**config.mk**
```make
export PLATFORM = sky130hd
export DESIGN_NAME = corePwrSeq
export DESIGN_NICKNAME = d
export VERILOG_FILES = /design/src/rtl/corePwrPkg.sv /design/src/rtl/corePwrCtrl.sv /design/src/rtl/corePwrPath.sv /design/src/rtl/corePwrSeq.sv
export SDC_FILE = /design/constraint.sdc
export NUM_CORES = 1
export LEC_CHECK = 0
export BUFFER_PORTS_ARGS = -buffer_cell sky130_fd_sc_hd__buf_4
export CAP_MARGIN = 20
export CORE_ASPECT_RATIO = 1.5
export CORE_MARGIN = 1.5
export CORE_UTILIZATION = 50
export DETAILED_ROUTE_END_ITERATION = 8
export GPL_ROUTABILITY_DRIVEN = 0
export PLACE_DENSITY = 0.73
export SLEW_MARGIN = 5
export SYNTH_ARGS = -nofsm -noshare
export SYNTH_HDL_FRONTEND = slang
export SYNTH_HIERARCHICAL = 1
export SYNTH_SLANG_ARGS = --single-unit
```
**constraint.sdc**
```tcl
create_clock -name clk -period 3.6 [get_ports clk]
set_input_delay 0.54 -clock clk [delete_from_list [all_inputs] [get_ports clk]]
set_output_delay 0.54 -clock clk [all_outputs]
set_load 0.02 [all_outputs]
```
**src/rtl/corePwrPkg.sv**
```systemverilog
package corePwrPkg;

  typedef enum logic [1:0] {
    LD_NONE,
    LD_LONG,
    LD_SHORT_PRE,
    LD_SHORT_POST
  } loadSel_e;

  typedef enum logic [2:0] {
    ST_IDLE,
    ST_POR,
    ST_POR2,
    ST_WAIT_PRE,
    ST_PREP,
    ST_SWITCH,
    ST_WAIT_GATE,
    ST_WAIT_POST
  } seqState_e;

  // strobes from control to datapath
  typedef struct packed {
    logic     latch;
    logic     reject;
    logic     clrPor;
    logic     clrPor2;
    logic     prep;
    logic     swOpen;
    logic     relPor;
    logic     relPor2;
    logic     relFinal;
    loadSel_e loadSel;
  } seqCmd_t;

endpackage

```
**src/rtl/corePwrCtrl.sv**
```systemverilog
module corePwrCtrl
  import corePwrPkg::*;
#(
  parameter int NUM_CORES = 4,
  parameter int IDX_W     = 3
) (
  input  logic             clk,
  input  logic             rstN,
  input  logic             startReq,
  input  logic [IDX_W-1:0] coreIdx,
  input  logic             dualPor,
  input  logic             swDone,
  input  logic             timerZero,
  output seqCmd_t          cmd,
  output logic             busy
);

  seqState_e state, nextState;
  logic dualQ;

  always_ff @(posedge clk or negedge rstN) begin
    if (!rstN) begin
      state <= ST_IDLE;
      dualQ <= 1'b0;
    end else begin
      state <= nextState;
      if (cmd.latch) dualQ <= dualPor;
    end
  end

  always_comb begin
    cmd         = '0;
    cmd.loadSel = LD_NONE;
    nextState   = state;
    case (state)
      ST_IDLE: begin
        if (startReq) begin
          if (coreIdx < IDX_W'(NUM_CORES)) begin
            cmd.latch = 1'b1;
            nextState = ST_POR;
          end else begin
            cmd.reject = 1'b1;
          end
        end
      end
      ST_POR: begin
        cmd.clrPor = 1'b1;
        nextState  = dualQ ? ST_POR2 : ST_PREP;
      end
      ST_POR2: begin
        cmd.clrPor2 = 1'b1;
        cmd.loadSel = LD_SHORT_PRE;
        nextState   = ST_WAIT_PRE;
      end
      ST_WAIT_PRE: begin
        if (timerZero) nextState = ST_PREP;
      end
      ST_PREP: begin
        cmd.prep  = 1'b1;
        nextState = ST_SWITCH;
      end
      ST_SWITCH: begin
        if (swDone) begin
          cmd.swOpen  = 1'b1;
          cmd.loadSel = LD_LONG;
          nextState   = ST_WAIT_GATE;
        end
      end
      ST_WAIT_GATE: begin
        if (timerZero) begin
          cmd.relPor = 1'b1;
          if (dualQ) begin
            cmd.relPor2 = 1'b1;
            cmd.loadSel = LD_SHORT_POST;
            nextState   = ST_WAIT_POST;
          end else begin
            cmd.relFinal = 1'b1;
            nextState    = ST_IDLE;
          end
        end
      end
      ST_WAIT_POST: begin
        if (timerZero) begin
          cmd.relFinal = 1'b1;
          nextState    = ST_IDLE;
        end
      end
      default: nextState = ST_IDLE;
    endcase
  end

  assign busy = (state != ST_IDLE);

endmodule

```
**src/rtl/corePwrPath.sv**
```systemverilog
module corePwrPath
  import corePwrPkg::*;
#(
  parameter int NUM_CORES  = 4,
  parameter int IDX_W      = 3,
  parameter int CYC_PER_US = 200
) (
  input  logic                 clk,
  input  logic                 rstN,
  input  seqCmd_t              cmd,
  input  logic [IDX_W-1:0]     coreIdx,
  input  logic                 isBig,
  output logic                 timerZero,
  output logic                 done,
  output logic                 startErr,
  output logic [NUM_CORES-1:0] porN,
  output logic [NUM_CORES-1:0] por2N,
  output logic [NUM_CORES-1:0] dbgRstN,
  output logic [NUM_CORES-1:0] traceRstN,
  output logic [NUM_CORES-1:0] coreRstN,
  output logic [NUM_CORES-1:0] auxRstN,
  output logic [NUM_CORES-1:0] l1RstDis,
  output logic [NUM_CORES-1:0] pwrGate,
  output logic [NUM_CORES-1:0] swReq
);

  localparam int CW        = (NUM_CORES > 1) ? $clog2(NUM_CORES) : 1;
  localparam int LONG_CYC  = 20 * CYC_PER_US;
  localparam int SHORT_CYC = 10 * CYC_PER_US;
  localparam int TW        = $clog2(LONG_CYC + 1);

  logic [CW-1:0] idxQ;
  logic          bigQ;
  logic [TW-1:0] timer;

  assign timerZero = (timer == '0);

  always_ff @(posedge clk or negedge rstN) begin
    if (!rstN) begin
      idxQ     <= '0;
      bigQ     <= 1'b0;
      timer    <= '0;
      done     <= 1'b0;
      startErr <= 1'b0;
    end else begin
      done     <= cmd.relFinal;
      startErr <= cmd.reject;
      if (cmd.latch) begin
        idxQ <= coreIdx[CW-1:0];
        bigQ <= isBig;
      end
      case (cmd.loadSel)
        LD_LONG:       timer <= TW'(LONG_CYC - 1);
        LD_SHORT_PRE:  timer <= TW'(SHORT_CYC - 2);
        LD_SHORT_POST: timer <= TW'(SHORT_CYC - 1);
        default:       if (!timerZero) timer <= timer - 1'b1;
      endcase
    end
  end

  always_ff @(posedge clk or negedge rstN) begin
    if (!rstN) begin
      porN      <= '0;
      por2N     <= '0;
      dbgRstN   <= '0;
      traceRstN <= '0;
      coreRstN  <= '0;
      auxRstN   <= '0;
      l1RstDis  <= '1;
      pwrGate   <= '1;
      swReq     <= '0;
    end else begin
      for (int c = 0; c < NUM_CORES; c++) begin
        if (idxQ == CW'(c)) begin
          if (cmd.clrPor)  porN[c]  <= 1'b0;
          if (cmd.clrPor2) por2N[c] <= 1'b0;
          if (cmd.prep) begin
            dbgRstN[c] <= 1'b0;
            swReq[c]   <= 1'b1;
            if (!bigQ) begin
              traceRstN[c] <= 1'b0;
              l1RstDis[c]  <= 1'b0;
            end
          end
          if (cmd.swOpen) begin
            swReq[c]   <= 1'b0;
            pwrGate[c] <= 1'b0;
          end
          if (cmd.relPor)  porN[c]  <= 1'b1;
          if (cmd.relPor2) por2N[c] <= 1'b1;
          if (cmd.relFinal) begin
            dbgRstN[c]  <= 1'b1;
            coreRstN[c] <= 1'b1;
            if (bigQ) auxRstN[c]   <= 1'b1;
            else      traceRstN[c] <= 1'b1;
          end
        end
      end
    end
  end

endmodule

```
**src/rtl/corePwrSeq.sv**
```systemverilog
module corePwrSeq
  import corePwrPkg::*;
#(
  parameter int NUM_CORES  = 4,
  parameter int IDX_W      = $clog2(NUM_CORES) + 1,
  parameter int CYC_PER_US = 200
) (
  input  logic                 clk,
  input  logic                 rstN,
  input  logic                 startReq,
  input  logic [IDX_W-1:0]     coreIdx,
  input  logic                 isBig,
  input  logic                 dualPor,
  input  logic                 swDone,
  output logic                 busy,
  output logic                 done,
  output logic                 startErr,
  output logic [NUM_CORES-1:0] porN,
  output logic [NUM_CORES-1:0] por2N,
  output logic [NUM_CORES-1:0] dbgRstN,
  output logic [NUM_CORES-1:0] traceRstN,
  output logic [NUM_CORES-1:0] coreRstN,
  output logic [NUM_CORES-1:0] auxRstN,
  output logic [NUM_CORES-1:0] l1RstDis,
  output logic [NUM_CORES-1:0] pwrGate,
  output logic [NUM_CORES-1:0] swReq
);

  seqCmd_t cmd;
  logic    timerZero;

  corePwrCtrl #(.NUM_CORES(NUM_CORES), .IDX_W(IDX_W)) uCtrl (
    .clk(clk), .rstN(rstN), .startReq(startReq), .coreIdx(coreIdx),
    .dualPor(dualPor), .swDone(swDone), .timerZero(timerZero),
    .cmd(cmd), .busy(busy)
  );

  corePwrPath #(.NUM_CORES(NUM_CORES), .IDX_W(IDX_W), .CYC_PER_US(CYC_PER_US)) uPath (
    .clk(clk), .rstN(rstN), .cmd(cmd), .coreIdx(coreIdx), .isBig(isBig),
    .timerZero(timerZero), .done(done), .startErr(startErr),
    .porN(porN), .por2N(por2N), .dbgRstN(dbgRstN), .traceRstN(traceRstN),
    .coreRstN(coreRstN), .auxRstN(auxRstN), .l1RstDis(l1RstDis),
    .pwrGate(pwrGate), .swReq(swReq)
  );

endmodule

```
==> Word-level counts from Yosys, hierarchy flattened <==
Cells that the tools add are included.
{ "classes": {"add_sub_neg": 1, "n_mul": 0, "div": 0, "magnitude_cmp": 1, "eq_ne": 20, "n_shift": 0, "mux": 53, "n_bitwise": 1, "reduce_logical": 41} }
{ "op_table": {"columns": ["operator", "n"], "rows": [
  ["2-bit AND reduction", 24],
  ["12-bit case mux with 3 select lines", 1],
  ["1-bit two-way mux", 35],
  ["3-bit two-way mux", 8],
  ["3-bit case mux with 8 select lines", 1],
  ["3-bit AND reduction", 8],
  ["3-bit == test (second input constant)", 4],
  ["12-bit zero test", 1],
  ["12-bit two-way mux", 1],
  ["12-bit by 1-bit subtractor with 12-bit output (second input constant)", 1],
  ["2-bit inequality test (second input constant)", 5],
  ["2-bit == test (second input constant)", 4],
  ["2-bit two-way mux", 4],
  ["2-bit nonzero test", 4],
  ["3-bit by 2-bit == test with 1-bit output (second input constant)", 2],
  ["2-bit case mux with 3 select lines", 1],
  ["6-bit AND reduction", 1],
  ["5-bit two-way mux", 1],
  ["2-bit by 1-bit == test with 1-bit output (second input constant)", 2],
  ["4-bit by 1-bit inequality test with 1-bit output (second input constant)", 1],
  ["3-bit by 1-bit == test with 1-bit output (second input constant)", 1],
  ["3-bit zero test", 1],
  ["3-bit less-than comparator (second input constant)", 1],
  ["3-bit nonzero test", 1],
  ["other kinds (4)", 4]
]} }
{ "word_totals": {"regBits": 57, "latchBits": 0, "mem_bits_rw": 0, "mem_bits_ro": 0, "in_bits": 9, "output_inout_bits": 39, "word_cells": 160, "n_memories": 0} }

==> Depth between registers and ports, before layout <==
{ "depth": {"depth_word": 5, "ltp_mapped": 12, "depth_no_buf": 10} }

==> By module <==
Netlist, hierarchy kept.
{ "by_module_without_submodules": {"columns": ["module", "n_inst", "cells_each", "area_each_um2", "seq_area_each_um2"], "rows": [
  ["corePwrPath", 1, 188, 2219.6, 1336.3],
  ["corePwrCtrl", 1, 42, 347.8, 100.1]
]} }

==> Worst setup path after synthesis <==
Ideal clock, no wire load.
{ "synth_path": {"path_type": "register to register", "startpoint": "reg uPath.timer[0]", "endpoint": "reg uPath.timer[6]", "setup_ns": 0.101, "arrival_time_ns": 2.645, "t_required_ns": 3.499, "path_slack_ns": 0.855, "stages_incl_launch_ff": 12, "n_path_buf": 2, "synth_period_minus_slack_ns": 2.745, "cell_sequence": "dfrtp_1 -> inv_1 -> ha_1 -> or4b_4 -> buf_6 -> nor3_2 -> and4b_1 -> nand2_1 -> nand2b_1 -> clkbuf_1 -> and4b_1 -> nor4_1"} }
{ "synth_lines": {"columns": ["element", "line_no", "source"], "rows": [
  ["start: declaration", "corePwrPath.sv:34", "logic [TW-1:0] timer;"],
  ["start signal: assignment", "corePwrPath.sv:53", "LD_LONG: timer <= TW'(LONG_CYC - 1);"],
  ["start signal: assignment", "corePwrPath.sv:54", "LD_SHORT_PRE: timer <= TW'(SHORT_CYC - 2);"],
  ["start signal: assignment", "corePwrPath.sv:55", "LD_SHORT_POST: timer <= TW'(SHORT_CYC - 1);"]
]} }

==> run summary <==
Synth-to-Final Area Change -> 22.3%
Met3 WL -> 240 microns
Synth warn -> 6
Share of total power in the clock network -> 0.386
Reg2Reg Capture Point -> uPath/timer[1]
Largest net degree at the start of global routing -> 58
Synth Net Count -> 241
Outcome -> finished clean
Pre-antenna DRT Iters -> 4
Pint -> 1.09 mW
Final Cycle Share -> 0.810
Worst skew pair latency -> 320 ps
# H-tree levels -> 3
Post-cts sizing count -> 0
DPL Wire Length -> 3.85 mm
Global route total overflow -> 0
Slowest-stage cell, CP -> or4b_4
Post-synth ARST share -> 1.00
Final hold vios -> 0
RSZ-0062 raised after global routing -> no
CTS Hold Bufs -> 0
Critical setup path kind -> reg2reg
Worst Path Required -> 3840 ps
Max-Cap Viols -> 0
Flop pwr share -> 0.497
Ports -> 48
Psw -> 0.409 mW
Unique masters post-synth -> 52
Post-CTS setup buffer count -> 0
Ratio of cells with drive above 1 in the final layout -> 0.310
Crit path launch -> uPath/timer[0]
P per Cell Area -> 478 nW/um^2
R2R Setup Slk -> 680 ps
Critical path endpoint -> uPath/timer[1]
Largest area contributor in the netlist -> dfrtp_1
Register-to-Register Path Depth -> 10
Worst path cell trace -> inv_1 > ha_1 > or4b_4 > nor3_2 > and4b_1 > nand2_1 > nand2b_1 > nor2_1 > o311a_1 > a31oi_1
Number of DRC markers in iteration 0 -> 83
Total GRT Usage -> 0.215
Longest Clk Path Bufs -> 2
Clock Tree Root -> clkbuf_8
Initial Utilization -> 0.525
Leakage power -> 1.43 nW
Synth top cells by count -> 49 x dfrtp_1, 22 x nand2_1, 13 x a22o_1
Post-synthesis instance area -> 2570 sq um
Register area share after synthesis -> 0.559
Data arrival, critical path -> 3150 ps
Share of Yosys cell area claimed by the top area cell type -> 0.478
Fmax -> 343 MHz
Post-Route M1 WL -> 2.40 mm
Post-Route Setup TNS -> 0 ps
PortBufs -> 47
ANT cells -> 0
Synth top area cells -> dfrtp_1 48%, dfstp_2 8.2%, a22o_1 4.4%
Routed vias -> 2,002
Height of the die -> 90.8 microns
Startpoint Class -> register
Maximum VDD drop -> 406 uV
Final core occ -> 0.642
R2R Path Start -> uPath/timer[0]
Drt drc -> 0
Vias in the first global route -> 1,908
Flops & latches, synth -> 57
Routed Antenna Nets -> 0
Initial antenna violation count -> 0
Worst min path class -> in2async
Sw Share -> 0.273
Uppermost layer routed -> met4
Die W -> 61.5 microns
Post-synth EDFFs -> 0
Met2 wire len -> 2.91 mm
Max-slew headroom -> 0.306
Vias per inst -> 5.77
Setup Viol. Count Final -> 0
Clock Sinks -> 57
Final net count -> 287
Avg WL per Cell -> 16.4 microns
Total core area -> 4890 sq um
WL final -> 5.68 mm
Main synth FF type -> dfrtp_1
Setup clock skew after layout -> 4.59 ps
Syn Inst Count -> 230
Cts bufs inserted -> 9
CTS tree -> yes
Largest stage delay, worst path -> 540 ps
Worst-Margin Slew -> 1040 ps
Largest fanout on the critical path -> 11
Die Area -> 5580 sq um
Combinational power share -> 0.117
Final critical-path required period -> 2920 ps
Fin. max-slew vios -> 0
Row cnt -> 31
Critical Path End Type -> register
Syn Area/Cell -> 11.2 sq um
Most frequent cell after synthesis -> dfrtp_1
First-pass GRT wire length -> 8.97 mm
Clock Pin Slew Worst Setup and Hold Paths -> 60 ps
flip-flops by register name, summed over array words and instances, names as in the netlist, 2 cells and up:
register	flops
uPath/timer	12
uPath/auxRstN	4
uPath/coreRstN	4
uPath/dbgRstN	4
uPath/l1RstDis	4
uPath/por2N	4
uPath/porN	4
uPath/pwrGate	4
uPath/swReq	4
uPath/traceRstN	4
uCtrl/state	3
uPath/idxQ	2
kinds of logic (layout without fill, tap and decap cells):
family,after synthesis,count (layout),share of synthesized area
and+or+nand+nor,68,68,0.154
adders and majority gates,2,2,0.00975
muxes,3,3,0.0132
buffers and inverters,26,77,0.0478
AOI/OAI and AO/OA,74,74,0.215
DFF,57,57,0.559
cell usage in the layout, fill, tap and decap left out, types with 4 or more instances in the layout:
master / n
inv_1: 10
and2_1: 5
nor4_1: 5
clkbuf_8: 10
a21o_1: 6
dfstp_2: 8
nand2_1: 22
o211ai_1: 8
a21boi_0: 4
a22o_1: 13
buf_4: 50
a32o_1: 4
o21ai_0: 4
a31o_2: 4
nor3_1: 5
nor2b_1: 5
clkinv_2: 4
o31ai_1: 5
nor2_1: 8
dfrtp_1: 49
a21oi_1: 12
layer usage:
metal	vias to the layer above	GRT usage
li1	942	-
met5	-	0
met3	14	0.0630
met4	0	0.0816
met1	991	0.260
met2	55	0.350
per-stage QoR:
step                      hold WS [ps]  power (mW)  cells  setup slack (ps)  cell area [sq um]
final                              275        1.50    347               685               3140
after detailed placement           445       0.929    331               702               2940
after global placement             443       0.923    331               784               2940
after floorplan                    244       0.871    230               855               2570
after global routing               330        1.57    347               451               3140
after CTS                          286        1.51    347               684               3140
worst max-delay path: cells and delay by family (launching register included):
family / cells / cell delay [ps]
flip-flops: 1 / 430
AND/OR/NAND/NOR: 6 / 1830
buffers and inverters: 1 / 100
AO/OA/AOI/OAI: 2 / 310
adder cells (fa/ha/maj): 1 / 160
area by class of cell:
class,instances,area (sq um)
Clock buffer,10,138
Clock inverter,6,57.6
Fill cell,401,1750
Inverter,11,41.3
Multi-Input combinational cell,147,1010
Sequential cell,57,1440
Tap cell,66,82.6
Timing Repair Buffer,50,375
power groups by stage:
stage	logic, mW	clock network, mW	registers [mW]
2_1_floorplan	0.136	0	0.736
3_3_place_gp	0.171	0	0.751
3_5_place_dp	0.175	0	0.755
4_1_cts	0.177	0.593	0.743
5_1_grt	0.195	0.622	0.750
6_report	0.175	0.579	0.745
worst min path at each step:
| stage | from | to | slack [ps] | cells past startpoint |
|---|---|---|---|---|
| 3_3_place_gp | uPath/coreRstN[0] | uPath/coreRstN[0] | 440 | 1 |
| 6_report | rstN | uPath/startErr | 280 | 1 |
| 3_5_place_dp | uPath/coreRstN[0] | uPath/coreRstN[0] | 450 | 1 |
| 5_1_grt | rstN | uPath/startErr | 330 | 1 |
| 2_1_floorplan | rstN | uCtrl/dualQ | 240 | 0 |
| 4_1_cts | rstN | uPath/startErr | 290 | 1 |
(Power assumes the default switching activity.)
